$ cat config.mk
export PLATFORM = sky130hd
export DESIGN_NAME = toh_serial_port
export DESIGN_NICKNAME = d
export VERILOG_FILES = /design/src/rtl/toh_pkg.sv /design/src/rtl/toh_pacer.sv /design/src/rtl/toh_assembler.sv /design/src/rtl/toh_chan.sv /design/src/rtl/toh_serial_port.sv
export SDC_FILE = /design/constraint.sdc
export NUM_CORES = 1
export LEC_CHECK = 0
export BUFFER_PORTS_ARGS = -buffer_cell sky130_fd_sc_hd__buf_2
export CAP_MARGIN = 20
export CORE_AREA = 2 2 77 65
export CTS_CLUSTER_SIZE = 14
export DETAILED_ROUTE_END_ITERATION = 7
export DIE_AREA = 0 0 79 67
export GPL_ROUTABILITY_DRIVEN = 0
export PLACE_DENSITY = 0.88
export SYNTH_ARGS = -nofsm -noshare
export SYNTH_HDL_FRONTEND = slang
export SYNTH_SLANG_ARGS = --single-unit
$ cat constraint.sdc
create_clock -name clk -period 2.2 [get_ports clk]
set_input_delay 0.44 -clock clk [delete_from_list [all_inputs] [get_ports clk]]
set_output_delay 0.44 -clock clk [all_outputs]
set_load 0.05 [all_outputs]
$ cat src/rtl/toh_pkg.sv
package toh_pkg;

  // counter width able to hold 0 .. n-1
  function automatic int cnt_w(input int n);
    return (n <= 2) ? 1 : $clog2(n);
  endfunction

  // serial bits a channel must request in one frame
  function automatic int chan_bits(input int nbytes, input int bw);
    return nbytes * bw;
  endfunction

  // pace counter step: wraps after gap cycles
  function automatic int next_pace(input int pace, input int gap);
    return (pace >= gap - 1) ? 0 : pace + 1;
  endfunction

endpackage

$ cat src/rtl/toh_pacer.sv
module toh_pacer
  import toh_pkg::*;
#(
  parameter int NBYTES = 9,
  parameter int BW     = 8,
  parameter int GAP    = 2
) (
  input  logic clk,
  input  logic rst_n,
  input  logic frame_start,
  output logic req,
  output logic underrun
);
  localparam int TOTAL = chan_bits(NBYTES, BW);
  localparam int CW    = $clog2(TOTAL + 1);
  localparam int PW    = cnt_w(GAP);

  logic          active;
  logic [PW-1:0] pace;
  logic [CW-1:0] req_cnt;
  logic          req_q;
  logic          unr_q;

  // named events for the assertions
  wire more_bits   = req_cnt < CW'(TOTAL);
  wire fire        = active && more_bits && (pace == '0) && !frame_start;
  wire short_frame = frame_start && active && more_bits;

  always_ff @(posedge clk) begin
    if (!rst_n) begin
      active  <= 1'b0;
      pace    <= '0;
      req_cnt <= '0;
      req_q   <= 1'b0;
      unr_q   <= 1'b0;
    end else if (frame_start) begin
      active  <= 1'b1;
      pace    <= '0;
      req_cnt <= '0;
      req_q   <= 1'b0;
      if (short_frame) unr_q <= 1'b1;
    end else begin
      req_q <= fire;
      if (fire) req_cnt <= req_cnt + 1'b1;
      if (active && more_bits) pace <= PW'(next_pace(int'(pace), GAP));
    end
  end

  assign req      = req_q;
  assign underrun = unr_q;


  no_overrun_chk: assert property (@(posedge clk) disable iff (!rst_n)
    req_cnt <= CW'(TOTAL));


  sticky_underrun_chk: assert property (@(posedge clk) disable iff (!rst_n)
    unr_q |=> unr_q);

  generate
    if (GAP >= 2) begin : g_spacing

      req_spacing_chk: assert property (@(posedge clk) disable iff (!rst_n)
        req_q |=> !req_q);
    end
  endgenerate

endmodule

$ cat src/rtl/toh_assembler.sv
module toh_assembler
  import toh_pkg::*;
#(
  parameter int NBYTES = 9,
  parameter int BW     = 8
) (
  input  logic                      clk,
  input  logic                      rst_n,
  input  logic                      frame_start,
  input  logic                      take,
  input  logic                      sdi,
  output logic [BW-1:0]             byte_out,
  output logic                      byte_vld,
  output logic [cnt_w(NBYTES)-1:0]  byte_idx
);
  localparam int IW  = cnt_w(NBYTES);
  localparam int BCW = cnt_w(BW);

  logic [BW-1:0]  shreg;
  logic [BCW-1:0] bit_cnt;
  logic [IW-1:0]  next_idx;
  logic [BW-1:0]  byte_q;
  logic           vld_q;
  logic [IW-1:0]  idx_q;

  wire [BW-1:0] shifted   = {shreg[BW-2:0], sdi};
  wire          last_bit  = take && (bit_cnt == BCW'(BW - 1));

  always_ff @(posedge clk) begin
    if (!rst_n) begin
      shreg    <= '0;
      bit_cnt  <= '0;
      next_idx <= '0;
      byte_q   <= '0;
      vld_q    <= 1'b0;
      idx_q    <= '0;
    end else if (frame_start) begin
      shreg    <= '0;
      bit_cnt  <= '0;
      next_idx <= '0;
      vld_q    <= 1'b0;
    end else begin
      vld_q <= 1'b0;
      if (take) begin
        shreg   <= shifted;
        bit_cnt <= last_bit ? '0 : bit_cnt + 1'b1;
      end
      if (last_bit) begin
        byte_q   <= shifted;
        vld_q    <= 1'b1;
        idx_q    <= next_idx;
        next_idx <= next_idx + 1'b1;
      end
    end
  end

  assign byte_out = byte_q;
  assign byte_vld = vld_q;
  assign byte_idx = idx_q;


  vld_after_take_chk: assert property (@(posedge clk) disable iff (!rst_n)
    vld_q |-> $past(take));


  vld_single_chk: assert property (@(posedge clk) disable iff (!rst_n)
    vld_q |=> !vld_q);


  idx_range_chk: assert property (@(posedge clk) disable iff (!rst_n)
    vld_q |-> (idx_q < IW'(NBYTES)));

endmodule

$ cat src/rtl/toh_chan.sv
module toh_chan
  import toh_pkg::*;
#(
  parameter int NBYTES = 9,
  parameter int BW     = 8,
  parameter int GAP    = 2
) (
  input  logic                      clk,
  input  logic                      rst_n,
  input  logic                      frame_start,
  input  logic                      sdi,
  output logic                      req,
  output logic [BW-1:0]             byte_out,
  output logic                      byte_vld,
  output logic [cnt_w(NBYTES)-1:0]  byte_idx,
  output logic                      underrun
);
  logic req_w;

  toh_pacer #(.NBYTES(NBYTES), .BW(BW), .GAP(GAP)) i_pacer (
    .clk         (clk),
    .rst_n       (rst_n),
    .frame_start (frame_start),
    .req         (req_w),
    .underrun    (underrun)
  );

  toh_assembler #(.NBYTES(NBYTES), .BW(BW)) i_asm (
    .clk         (clk),
    .rst_n       (rst_n),
    .frame_start (frame_start),
    .take        (req_w),
    .sdi         (sdi),
    .byte_out    (byte_out),
    .byte_vld    (byte_vld),
    .byte_idx    (byte_idx)
  );

  assign req = req_w;


  no_req_on_start_chk: assert property (@(posedge clk) disable iff (!rst_n)
    frame_start |=> !req_w);

endmodule

$ cat src/rtl/toh_serial_port.sv
module toh_serial_port
  import toh_pkg::*;
#(
  parameter int DCC_BYTES = 9,
  parameter int OW_BYTES  = 3,
  parameter int BYTE_W    = 8,
  parameter int REQ_GAP   = 2
) (
  input  logic                         clk,
  input  logic                         rst_n,
  input  logic                         frame_start,
  input  logic                         dcc_sdi,
  input  logic                         ow_sdi,
  output logic                         dcc_req,
  output logic [BYTE_W-1:0]            dcc_byte,
  output logic                         dcc_byte_vld,
  output logic [cnt_w(DCC_BYTES)-1:0]  dcc_byte_idx,
  output logic                         dcc_underrun,
  output logic                         ow_req,
  output logic                         ow_frame,
  output logic [BYTE_W-1:0]            ow_byte,
  output logic                         ow_byte_vld,
  output logic [cnt_w(OW_BYTES)-1:0]   ow_byte_idx,
  output logic                         ow_underrun
);
  logic frame_q;

  toh_chan #(.NBYTES(DCC_BYTES), .BW(BYTE_W), .GAP(REQ_GAP)) i_dcc (
    .clk         (clk),
    .rst_n       (rst_n),
    .frame_start (frame_start),
    .sdi         (dcc_sdi),
    .req         (dcc_req),
    .byte_out    (dcc_byte),
    .byte_vld    (dcc_byte_vld),
    .byte_idx    (dcc_byte_idx),
    .underrun    (dcc_underrun)
  );

  toh_chan #(.NBYTES(OW_BYTES), .BW(BYTE_W), .GAP(REQ_GAP)) i_ow (
    .clk         (clk),
    .rst_n       (rst_n),
    .frame_start (frame_start),
    .sdi         (ow_sdi),
    .req         (ow_req),
    .byte_out    (ow_byte),
    .byte_vld    (ow_byte_vld),
    .byte_idx    (ow_byte_idx),
    .underrun    (ow_underrun)
  );

  // marker one cycle ahead of the first orderwire request
  always_ff @(posedge clk) begin
    if (!rst_n) frame_q <= 1'b0;
    else        frame_q <= frame_start;
  end

  assign ow_frame = frame_q;


  frame_before_req_chk: assert property (@(posedge clk) disable iff (!rst_n)
    frame_q |=> ow_req);


  frame_single_chk: assert property (@(posedge clk) disable iff (!rst_n)
    frame_q |=> !frame_q);

endmodule

# Word level (Yosys, flattened, before mapping)
# Index checks and enable logic that the tools add are counted.
classes:
  add_sub_neg: 8
  n_reduce_logical: 17
  bitwise: 4
  eq_ne: 2
  muxes: 6
  n_lt_le_gt_ge: 4
op_table:
  columns: ["operator", "n"]
  rows:
  - ["logical AND 1 bit", 11]
  - ["AND reduction 2 bit", 4]
  - ["adder 7 x 1 -> 7 bit (second input constant)", 1]
  - ["< comparator 7 bit (second input constant)", 1]
  - ["adder 3 x 1 -> 3 bit (second input constant)", 2]
  - ["== test 3 bit (second input constant)", 2]
  - ["2-to-1 mux 3 bit", 2]
  - ["adder 5 x 1 -> 5 bit (second input constant)", 1]
  - ["< comparator 5 bit (second input constant)", 1]
  - ["adder 4 x 1 -> 4 bit (second input constant)", 1]
  - ["2-to-1 mux 1 bit", 4]
  - ["inverter 1 bit", 4]
  - ["adder 1 bit (second input constant)", 2]
  - ["adder 2 x 1 -> 2 bit (second input constant)", 1]
  - [">= comparator 1 bit (second input constant)", 2]
  - ["OR reduction 2 bit", 1]
  - ["logical NOT 1 bit", 1]
word_totals:
  output_inout_bits: 29
  input_bits: 5
  ff_bits: 70
  elab_cells: 63

# Logic depth before layout (Yosys ltp)
depth:
  word_depth: 4
  ltp_mapped: 7
  ltp_nobuf: 6

# Cells and area by module
# Synthesis repeated with hierarchy kept, for this count alone.
hier_totals:
  cells_unflattened: 300
  hier_area_um2: 2857.7
by_module_without_submodules:
  columns: ["module", "n_inst", "area_per_inst_um2", "cells_each"]
  rows:
  - ["toh_assembler at i_dcc.i_asm", 1, 1049.8, 113]
  - ["toh_assembler at i_ow.i_asm", 1, 940.9, 95]
  - ["toh_pacer at i_dcc.i_pacer", 1, 475.5, 52]
  - ["toh_pacer at i_ow.i_pacer", 1, 365.4, 38]
  - ["toh_serial_port", 1, 26.3, 2]

# Least setup slack after synthesis
# OpenSTA, ideal clock, no wires.
synth_timing:
  path_type: "reg2reg"
  start: "reg i_dcc.i_pacer.req_q (netlist: i_dcc.i_pacer.req)"
  end: "reg i_dcc.i_asm.idx_q[0] (netlist: i_dcc.i_asm.byte_idx[0])"
  path_slack_ns: 0.573
  arrival_ns: 1.504
  setup_time_ns: 0.123
  path_stages_with_launch: 7
  n_path_buf: 2
  t_required_ns: 2.077
  cell_sequence: "dfxtp_1 -> clkbuf_1 -> nand2_1 -> or2_1 -> buf_2 -> nand2_1 -> a21boi_0"
synth_via:
  elab_chain_cells: 2
synth_rtl:
  columns: ["element", "line", "rtl"]
  rows:
  - ["from (decl)", "toh_pacer.sv:21", "logic req_q;"]
  - ["from (signal assigned)", "toh_pacer.sv:43", "req_q <= fire;"]
  - ["logical AND 1 bit", "toh_assembler.sv:27", "wire last_bit = take && (bit_cnt == BCW'(BW - 1));"]
  - ["AND reduction 2 bit (no source line)", null, null]
  - ["to (signal assigned)", "toh_assembler.sv:51", "idx_q <= next_idx;"]
  - ["to (decl)", "toh_assembler.sv:24", "logic [IW-1:0] idx_q;"]
# No other way between the ends.
# A chain may end at the register's enable or synchronous reset.

# Worst setup path in the final report
layout_timing:
  start: "reg i_ow.i_asm.bit_cnt[0]"
  end: "reg i_ow.i_asm.idx_q[0] (netlist: i_ow.i_asm.byte_idx[0])"
layout_via:
  elab_chain_cells: 3
layout_rtl:
  columns: ["element", "line", "rtl"]
  rows:
  - ["from (decl)", "toh_assembler.sv:20", "logic [BCW-1:0] bit_cnt;"]
  - ["from (signal assigned)", "toh_assembler.sv:46", "bit_cnt <= last_bit ? '0 : bit_cnt + 1'b1;"]
  - ["== test 3 bit", "toh_assembler.sv:27", null]
  - ["logical AND 1 bit", "toh_assembler.sv:27", null]
  - ["AND reduction 2 bit (no source line)", null, null]
  - ["to (signal assigned)", "toh_assembler.sv:51", null]
  - ["to (decl)", "toh_assembler.sv:24", null]
# No other way between the ends.

==> results.py <==
metrics = {
    "worst_setup_path": {
        "reg2reg_slack_ns": 0.43,
        "startpoint_type": "flop",
        "cp_cell_sequence": "ha_1 -> ha_1 -> nand2_1 -> nor2_1 -> nand2_1 -> a21boi_0",
        "worst_path_largest_cell_delay_ns": 0.53,
        "arrival_ns": 2.04,
        "r2r-start": "i_ow.i_asm.bit_cnt[0]",
        "r2r-end": "i_ow.i_asm.byte_idx[0]",
        "required_ns": 2.47,
        "worst-setup-path-type": "reg -> reg",
        "slowest_stage": "nor2_1",
        "r2r.worst_path.cells": 6,
        "cp_max_fo": 11,
        "end_kind": "flop",
    },
    "timing": {
        "max-slew-margin-rel_pct": 55.2,
        "grt_setup_unrepaired": "no",
        "finalHoldViolations": 0,
        "slew_viol_final": 0,
        "fin_tns_setup_ns": 0,
        "fmax_mhz": 566,
        "setup_ws_ns": 0.432,
        "tightestPinTransition_ns": 0.669,
        "min_period_ns": 1.77,
        "fin_skew_ns": 0.00491,
        "post-route-period-util_pct": 80.4,
        "setup_viol": 0,
    },
    "cts": {
        "cts_inserted_buffers": 9,
        "cts_hold_buf": 0,
        "clock_path_buffers": 2,
        "clkTransAtPathRegs_ns": 0.07,
        "clockRootBuffer": "clkbuf_8",
        "cts_setup_buffers": 0,
        "clk_latency_ns": 0.35,
        "h-tree-depth": 3,
        "cts_tree": "yes",
        "post_cts_resized": 0,
        "cts_num_sinks": 70,
    },
    "grt": {
        "use_met1_pct": 22.7,
        "track_usage_pct": 20.6,
        "grt_pass1_vias": 1887,
        "grt_util_met3_pct": 6.91,
        "use_met2_pct": 35.2,
        "grt_overflow": 0,
        "antenna_found_initial": 0,
        "grt_pass1_wl_um": 8190,
        "top_usage_layer": "met2",
        "grt_max_degree": 30,
    },
    "floorplanning": {
        "io_pins": 34,
        "die_area_mm2": 0.00529,
        "die-width_um": 79,
        "floorplan.initialDensity_pct": 59.9,
        "core_area_mm2": 0.00446,
        "chipHeight_um": 67,
        "rows": 22,
    },
    "logic_synthesis": {
        "ys_ff_latch": 70,
        "synth_nets": 298,
        "yosysMostFrequentCell": "dfxtp_1",
        "yosys.area.top_type": "dfxtp_1",
        "yosysTopAreaCellShare_pct": 52.5,
        "synthArstFlopShare_pct": 0,
        "synth.distinct_cells": 32,
        "synthCells": 286,
        "synth_area_leaders": "dfxtp_1, nand2_1, mux2i_1",
        "yosysSeqAreaShare_pct": 52.5,
        "synth_edf_count": 0,
        "yosys_warnings": 0,
        "synthesis.area_mm2": 0.00267,
        "yosys_most_used_dff": "dfxtp_1",
        "ys_top_cells_by_count": "dfxtp_1, nand2_1, nor2_1",
        "synth_area_per_cell_um2": 9.34,
    },
    "routing": {
        "avgViaCountPerCell": 5.18,
        "dr_total_vias": 1990,
        "wl_per_cell_um": 12.5,
        "detail-route-antenna-nets": 0,
        "drt_iter0_drc": 62,
        "post-route-drc-count": 0,
        "firstDrtPassIters": 4,
        "wirelength_um": 4810,
    },
    "pwr": {
        "power_leakage_nw": 1.20,
        "power_density_mw_per_mm2": 808,
        "ir_worst_vdd_mv": 0.689,
    },
    "place": {
        "place_ws_ns": 0.439,
        "portBuffers": 33,
        "detailed_place_hpwl_um": 3240,
    },
    "min_path": {
        "worst_hold_path_type": "in -> reg",
        "hold_end": "i_ow.i_asm.byte_out[0]",
        "hold_path_depth": 3,
        "hold_path.startpoint": "ow_sdi",
    },
    "layout": {
        "drive_gt1_share_pct": 17.3,
        "areaGrowthSynthToFinish_pct": 15.9,
        "nets": 331,
        "antenna_cells": 0,
    },
    "run_status": {
        "status": "finished, final reports clean",
    },
    "run": {
        "maxCapViolCount": 0,
    },
}
## worst max-delay path by stage
stage                                startpoint                 endpoint  slack, ns  cells past startpoint
final                     i_ow.i_asm.bit_cnt[0]   i_ow.i_asm.byte_idx[0]       0.43                      6
after global routing      i_ow.i_asm.bit_cnt[0]   i_ow.i_asm.byte_out[2]       0.19                      6
after CTS                 i_ow.i_asm.bit_cnt[0]   i_ow.i_asm.byte_idx[0]       0.39                      6
after detailed placement  i_ow.i_asm.bit_cnt[0]   i_ow.i_asm.byte_idx[0]       0.44                      6
after global placement    i_ow.i_asm.bit_cnt[0]   i_ow.i_asm.byte_idx[1]       0.50                      6
after floorplan               i_dcc.i_pacer.req  i_dcc.i_asm.byte_idx[0]       0.57                      6
## sequential cells by signal, summed over array words and instances, names as in the netlist, 2 cells and up
| register | count |
|---|---|
| i_dcc.i_asm.bit_cnt | 3 |
| i_dcc.i_asm.byte_idx | 4 |
| i_dcc.i_asm.byte_out | 8 |
| i_dcc.i_asm.next_idx | 4 |
| i_dcc.i_asm.shreg | 7 |
| i_dcc.i_pacer.req_cnt | 7 |
| i_ow.i_asm.bit_cnt | 3 |
| i_ow.i_asm.byte_idx | 2 |
| i_ow.i_asm.byte_out | 8 |
| i_ow.i_asm.next_idx | 2 |
| i_ow.i_asm.shreg | 7 |
| i_ow.i_pacer.req_cnt | 5 |
## cells in the final DEF, fill, tap and decap left out, types with 3 or more instances in the layout
| cell | n |
|---|---|
| dfxtp_1 | 70 |
| nand2_1 | 52 |
| nor2_1 | 37 |
| buf_2 | 33 |
| mux2i_1 | 17 |
| a21boi_1 | 15 |
| nand3_1 | 10 |
| a21oi_1 | 10 |
| clkbuf_8 | 10 |
| a21boi_0 | 8 |
| xor2_1 | 8 |
| ha_1 | 7 |
| buf_4 | 5 |
| xnor2_1 | 4 |
| and2_1 | 3 |
| o21ai_0 | 3 |
| nor3_1 | 3 |
## layout make-up
cell class,count,area (um^2)
Multi-Input combinational cell,199,1200
Timing Repair Buffer,38,203
Inverter,1,3.75
Clock buffer,12,145
Tap cell,60,75.1
Sequential cell,70,1400
Clock inverter,4,70.1
Fill cell,363,1360
## critical path: cells and delay by family (launching register included)
kind,cells,cell delay (ns)
simple gates,3,0.76
compound gates,1,0.18
flops,1,0.36
fa+ha+maj,2,0.39
## routing by layer
metal	share of wire, %	up-vias
li1	-	1017
met1	46	928
met2	48	36
met3	4.0	9
met4	2.0	0
met5	0	-
## kinds of logic after synthesis
kind of cell	synth area share, %
buf+inv	2.67
fa+ha+maj	3.28
compound gates	11.2
simple gates	20.1
flops	52.5
xor+xnor	3.94
mux	6.37
## power breakdown
| group | switching, W | internal (W) |
|---|---|---|
| clock | 0.000449 | 0.000666 |
| sequential | 0.00000981 | 0.00128 |
| combinational | 0.0000627 | 0.0000349 |
## through the flow
step	hold WS [ns]	total power, W	instances	util [%]	instance area, um^2
finish	0.343	0.00250	384	69.4	3100
global route	0.347	0.00259	384	69.4	3100
CTS	0.328	0.00253	384	69.4	3100
detailed placement	0.448	0.00141	368	64.6	2880
global placement	0.439	0.00141	368	64.6	2880
floorplan	0.430	0.00139	286	-	2670
Power figures use the tool's default switching activity.
